`src/rtl/hazard_fwd_unit.sv`:
```
module hazard_fwd_unit #(
  parameter int REG_W = 5
) (
  input  logic [REG_W-1:0] id_rs,
  input  logic [REG_W-1:0] id_rt,
  input  logic             id_rs_rd,
  input  logic             id_rt_rd,
  input  logic             id_branch,
  input  logic [REG_W-1:0] ex_rs,
  input  logic [REG_W-1:0] ex_rt,
  input  logic [REG_W-1:0] ex_dst,
  input  logic             ex_wen,
  input  logic             ex_load,
  input  logic [REG_W-1:0] mem_dst,
  input  logic             mem_wen,
  input  logic             mem_load,
  input  logic [REG_W-1:0] wb_dst,
  input  logic             wb_wen,
  output logic [1:0]       ex_sel_a,
  output logic [1:0]       ex_sel_b,
  output logic [1:0]       id_sel_a,
  output logic [1:0]       id_sel_b,
  output logic             stall_hold,
  output logic             stall_bubble
);
  localparam logic [1:0] SEL_PIPE = 2'b00;
  localparam logic [1:0] SEL_MEM  = 2'b01;
  localparam logic [1:0] SEL_WB   = 2'b10;

  function automatic logic [1:0] pick_src(input logic [REG_W-1:0] src,
                                          input logic [REG_W-1:0] m_dst,
                                          input logic             m_wen,
                                          input logic             m_ld,
                                          input logic [REG_W-1:0] w_dst,
                                          input logic             w_wen);
    if (src == '0)                    return SEL_PIPE;
    if (m_wen && m_dst == src)        return m_ld ? SEL_PIPE : SEL_MEM;
    if (w_wen && w_dst == src)        return SEL_WB;
    return SEL_PIPE;
  endfunction

  assign ex_sel_a = pick_src(ex_rs, mem_dst, mem_wen, mem_load, wb_dst, wb_wen);
  assign ex_sel_b = pick_src(ex_rt, mem_dst, mem_wen, mem_load, wb_dst, wb_wen);
  assign id_sel_a = pick_src(id_rs, mem_dst, mem_wen, mem_load, wb_dst, wb_wen);
  assign id_sel_b = pick_src(id_rt, mem_dst, mem_wen, mem_load, wb_dst, wb_wen);

  logic ex_live, mem_ld_live, ex_needed, mem_needed, stall;

  assign ex_live     = ex_wen && (ex_dst != '0);
  assign mem_ld_live = mem_wen && mem_load && (mem_dst != '0);
  assign ex_needed   = (id_rs_rd && id_rs == ex_dst) || (id_rt_rd && id_rt == ex_dst);
  assign mem_needed  = (id_rs_rd && id_rs == mem_dst) || (id_rt_rd && id_rt == mem_dst);

  assign stall = (ex_live && ex_needed && (ex_load || id_branch))
               || (id_branch && mem_ld_live && mem_needed);

  assign stall_hold   = stall;
  assign stall_bubble = stall;
endmodule


```
`config.mk`:
```
export PLATFORM = sky130hd
export DESIGN_NAME = hazard_fwd_unit
export DESIGN_NICKNAME = d
export VERILOG_FILES = /design/src/rtl/hazard_fwd_unit.sv
export SDC_FILE = /design/constraint.sdc
export NUM_CORES = 1
export LEC_CHECK = 0
export BUFFER_PORTS_ARGS = -buffer_cell sky130_fd_sc_hd__buf_4
export CAP_MARGIN = 40
export CORE_ASPECT_RATIO = 0.9
export CORE_MARGIN = 5
export CORE_UTILIZATION = 45
export DETAILED_ROUTE_END_ITERATION = 16
export PLACE_DENSITY_LB_ADDON = 0.15
export REMOVE_ABC_BUFFERS = 1
export SETUP_SLACK_MARGIN = 0.05
export SYNTH_ARGS = -nofsm -noshare
export SYNTH_HDL_FRONTEND = slang
export SYNTH_SLANG_ARGS = --single-unit
```
`constraint.sdc`:
```
create_clock -name vclk -period 1.8
set_input_delay 0.27 -clock vclk [all_inputs]
set_output_delay 0.27 -clock vclk [all_outputs]
set_load 0.01 [all_outputs]
```
# Yosys cells after proc, flatten, opt, wreduce, memory -nomap -nowiden
# Index checks and enable logic that the tools add are counted.
# W data, S select, Z words.
# classes
add_sub_neg,0
multipliers,0
div_mod_pow,0
magnitude_cmp,0
n_eq_ne,12
shift,0
mux,49
n_bitwise,0
reduce_logical,29
# op_table
op,n
$eq A5 B5 Y1,12
$mux W2,24
$mux W1,25
$logic_not A5 Y1,4
$logic_and A1 B1 Y1,19
$reduce_bool A5 Y1,2
$logic_or A1 B1 Y1,4
# word_totals
regBits,0
latchBits,0
ram_bits,0
romBits,0
inputBits,43
out_inout_bits,10
wordCells,90
mem_count,0

# Logic depth before layout (Yosys ltp)
# depth
ltp_word,9
ltp_mapped,6
depth_no_buf,4

# Worst setup path after synthesis
# No wires, ideal clock.
# synth_path
path_kind,input to output
start,in mem_dst[2]
end,out stall_hold
arrival_time_ps,1422
t_required_ps,1530
setup_slack_ps,108
stages,6
n_path_buf,2
cell_sequence,buf_2 -> xor2_1 -> nor4_1 -> nand3_1 -> o221ai_1 -> buf_4
# synth_via
elab_chain_cells,5
word_cells_on_any_way,10
classes_between,eq/ne (2); reduce/logical (8)
# synth_lines
item,line,text
from (decl),14,"input logic [REG_W-1:0] mem_dst,"
$eq A5 B5 Y1 / $reduce_bool A5 Y1 (equally long branches),"52, 50",
$logic_and A1 B1 Y1 (on tied branches),"52, 50",
$logic_or A1 B1 Y1 / $logic_and A1 B1 Y1 (equally long branches),"52, 55",
$logic_and A1 B1 Y1 (*),55,|| (id_branch && mem_ld_live && mem_needed);
$logic_or A1 B1 Y1 (*),55,
to (decl),23,"output logic stall_hold,"
# Every way passes the cells marked *; elsewhere a longest branch is shown, timed or not.

# Worst setup path after layout
# layout_path
start,in id_rs[1]
end,out id_sel_a[1]
# layout_via
elab_chain_cells,8
word_cells_on_any_way,16
classes_between,eq/ne (2); mux (11); reduce/logical (3)
# layout_lines
item,line,text
from (decl),4,"input logic [REG_W-1:0] id_rs,"
$eq A5 B5 Y1,38,if (w_wen && w_dst == src) return SEL_WB;
$logic_and A1 B1 Y1,38,
$mux W1 (2 in series),38,
$mux W1,37,if (m_wen && m_dst == src) return m_ld ? SEL_PIPE : SEL_MEM;
$mux W2,39,return SEL_PIPE;
$mux W2,38,
$mux W2 (*),37,
to (decl),21,"output logic [1:0] id_sel_a,"
# Every way passes the cells marked *; elsewhere a longest branch is shown, timed or not. The select of a mux whose other input is x is not followed.

==> results.sh <==
export IMPL_routabilityCongestion=0.813
export IMPL_slew_limit_headroom_pct=77.1
export IMPL_met3WireLength_microns=202
export IMPL_synth_seq_area_share_pct=0
export IMPL_commonest_non_fill_non_tap_cells_in_the_layout="buf_4, xnor2_1, xor2_1, nor2_1, nand4_1"
export IMPL_wl_per_cell_microns=15.9
export IMPL_io_buffers=53
export IMPL_critPathTopFamily="simple AND/OR/NAND/NOR gates"
export IMPL_core_ar_sq_mm=0.00168
export IMPL_initial_core_util_pct=47.4
export IMPL_numSequentialCells=0
export IMPL_synth_area_sq_um=797
export IMPL_status="complete, no violations"
export IMPL_vias=934
export IMPL_crit_path_frequent_cell="buf_4"
export IMPL_final_min_period_over_clock_period_pct=95.1
export IMPL_worst_path_cell_chain="buf_4 > or4_4 > nor2_4 > nor2_1 > and4_1 > buf_4"
export IMPL_nNetsFinal=194
export IMPL_route_detailed_drc=0
export IMPL_yosys_warnings=0
export IMPL_worstPathRequired_ns=1.53
export IMPL_floorplan_die_area_sq_mm=0.00271
export IMPL_seq_cell_area_sq_um=0
export IMPL_max_stage_delay_ns=0.54
export IMPL_cp_slowest_cell="or4_4"
export IMPL_final_hold_violation_count=0
export IMPL_postCtsHoldBufs=0
export IMPL_grt_overflow_total=0
export IMPL_p_leak_nw=0.496
export IMPL_critical_path_startpoint_type="primary input"
export IMPL_detailedRoute_firstPassIterationCount=4
export IMPL_timing_hold_worst_path_depth=3
export IMPL_setup_tns_final_ns=0
export IMPL_syn_to_final_growth_pct=52.0
export IMPL_metal_1_wl_mm=1.15
export IMPL_ioPinCount=53
export IMPL_cts_post_setup_buffers_inserted=0
export IMPL_min_period_ns=1.71
export IMPL_critPathMaxFanout=4
export IMPL_tightestPinTransition_ns=0.340
export IMPL_timing_max_cap_violations=0
export IMPL_whs_ns=0.866
export IMPL_drt_initial_drc_count=19
export IMPL_cp_data_arrival_time_ns=1.44
export IMPL_netlist_cell_type_count=22
export IMPL_routed_wirelength_mm=2.75
export IMPL_timing_final_max_slew_violations=0
export IMPL_grt_usage_pct=20.7
export IMPL_grt_antenna_before_repair=0
export IMPL_grt_max_degree=7
export IMPL_multi_input_comb_area_sq_um=779
export IMPL_final_common_cell="buf_4"
export IMPL_drt_vias_per_instance=5.40
export IMPL_clock_fmax_mhz=584
export IMPL_met2WireLength_mm=1.39
export IMPL_timing_critical_path_buf_inv=2
export IMPL_setup_viol=0
export IMPL_dp_final_hpwl_mm=2.28
export IMPL_post_synthesis_cell_count=107
export IMPL_hold_path_startpoint="mem_load"
export IMPL_antenna_cells_inserted=0
export IMPL_placement_rows=14
export IMPL_hold_path_end="id_sel_b[0]"
export IMPL_die_width_microns=54.4
export IMPL_first_global_vias=957
export IMPL_num_clock_buffers=0
export IMPL_synth_area_per_cell_sq_um=7.45
export IMPL_peakVddDrop_mv=0.142
export IMPL_final_layout_size_suffix_gt1_share_pct=42.3
export IMPL_timing_worst_setup_path_type="in -> out"
export IMPL_grt_setup_unrepaired="no"
export IMPL_top_signal_layer_used="met3"
export IMPL_grt_pass1_wl_mm=4.40
export IMPL_critical_path_endpoint_type="primary output"
export IMPL_fill_cells=157
export IMPL_power_per_cell_area_mw_per_mm2=225
export IMPL_die_span_y_microns=49.9
export IMPL_antenna_violating_nets_post_route=0
export IMPL_hold_class="in -> out"
[where the power goes]
| group | switching (mW) | leakage, nW | internal, mW |
|---|---|---|---|
| Clock | 0 | 0 | 0 |
| Combinational | 0.130 | 0.496 | 0.143 |
| Sequential | 0 | 0 | 0 |
[logic make-up after synthesis]
family	count (synthesis)	synth area share [%]
AOI/OAI and AO/OA	4	3.92
xor gates and xnor gates	50	54.9
buffers and inverters	11	7.22
and+or+nand+nor	42	33.9
[per-layer routing]
metal,vias to the layer above,global-route usage [%]
li1,459,-
met3,0,3.92
met1,436,27.3
met2,39,35.7
met4,0,0.830
met5,-,0
[cell usage after synthesis, types with 2 or more instances]
cell	n	area (sq um)
nor3_1	5	25.0
nor2_4	2	22.5
nor4_1	5	31.3
nand4_1	6	37.5
buf_2	4	20.0
clkbuf_1	2	7.51
or4_4	2	22.5
xor2_1	24	210
o221ai_1	2	17.5
buf_1	3	11.3
and4_1	4	35.0
nor2_1	7	26.3
xnor2_1	26	228
or4_1	3	22.5
nand3_1	5	25.0
[cell type report]
class	instances	area share (%)
Multi-Input combinational cell	96	64.4
Tap cell	24	2.48
Timing Repair Buffer	53	33.2
[how the worst max path moves through the flow]
| stage | from | end | slack [ns] | cells after the start |
|---|---|---|---|---|
| finish | id_rs[1] | id_sel_a[1] | 0.09 | 6 |
| global route | id_rt[2] | id_sel_b[1] | 0.07 | 6 |
| CTS | ex_dst[1] | stall_hold | 0.09 | 5 |
| detailed placement | id_rt[3] | stall_hold | 0.09 | 6 |
| global placement | id_rs[1] | id_sel_a[1] | 0.09 | 6 |
| floorplan | id_rt[3] | stall_bubble | 0.32 | 4 |
[through the flow]
step                      utilization [%]  instance area (sq um)  instances  total power [mW]  setup WS, ns
after floorplan                         -                    739         96             0.111         0.321
after global placement               69.4                   1170        173             0.252        0.0928
after detailed placement             69.4                   1170        173             0.259        0.0935
after CTS                            69.4                   1170        173             0.260        0.0885
after global routing                 72.0                   1210        173             0.295        0.0675
final                                72.0                   1210        173             0.273        0.0885
[timing repair]
item / CTS / global route
gates resized for setup: 0 / 7
endpoints found under the hold margin: 0 / 0
setup endpoints to repair: 0 / 6
[tightest hold or removal path: cells and delay by family]
| kind | cells | cell delay [ns] |
|---|---|---|
| AND/OR/NAND/NOR | 1 | 0.06 |
| buffers and inverters | 2 | 0.27 |
(Power assumes the default switching activity.)
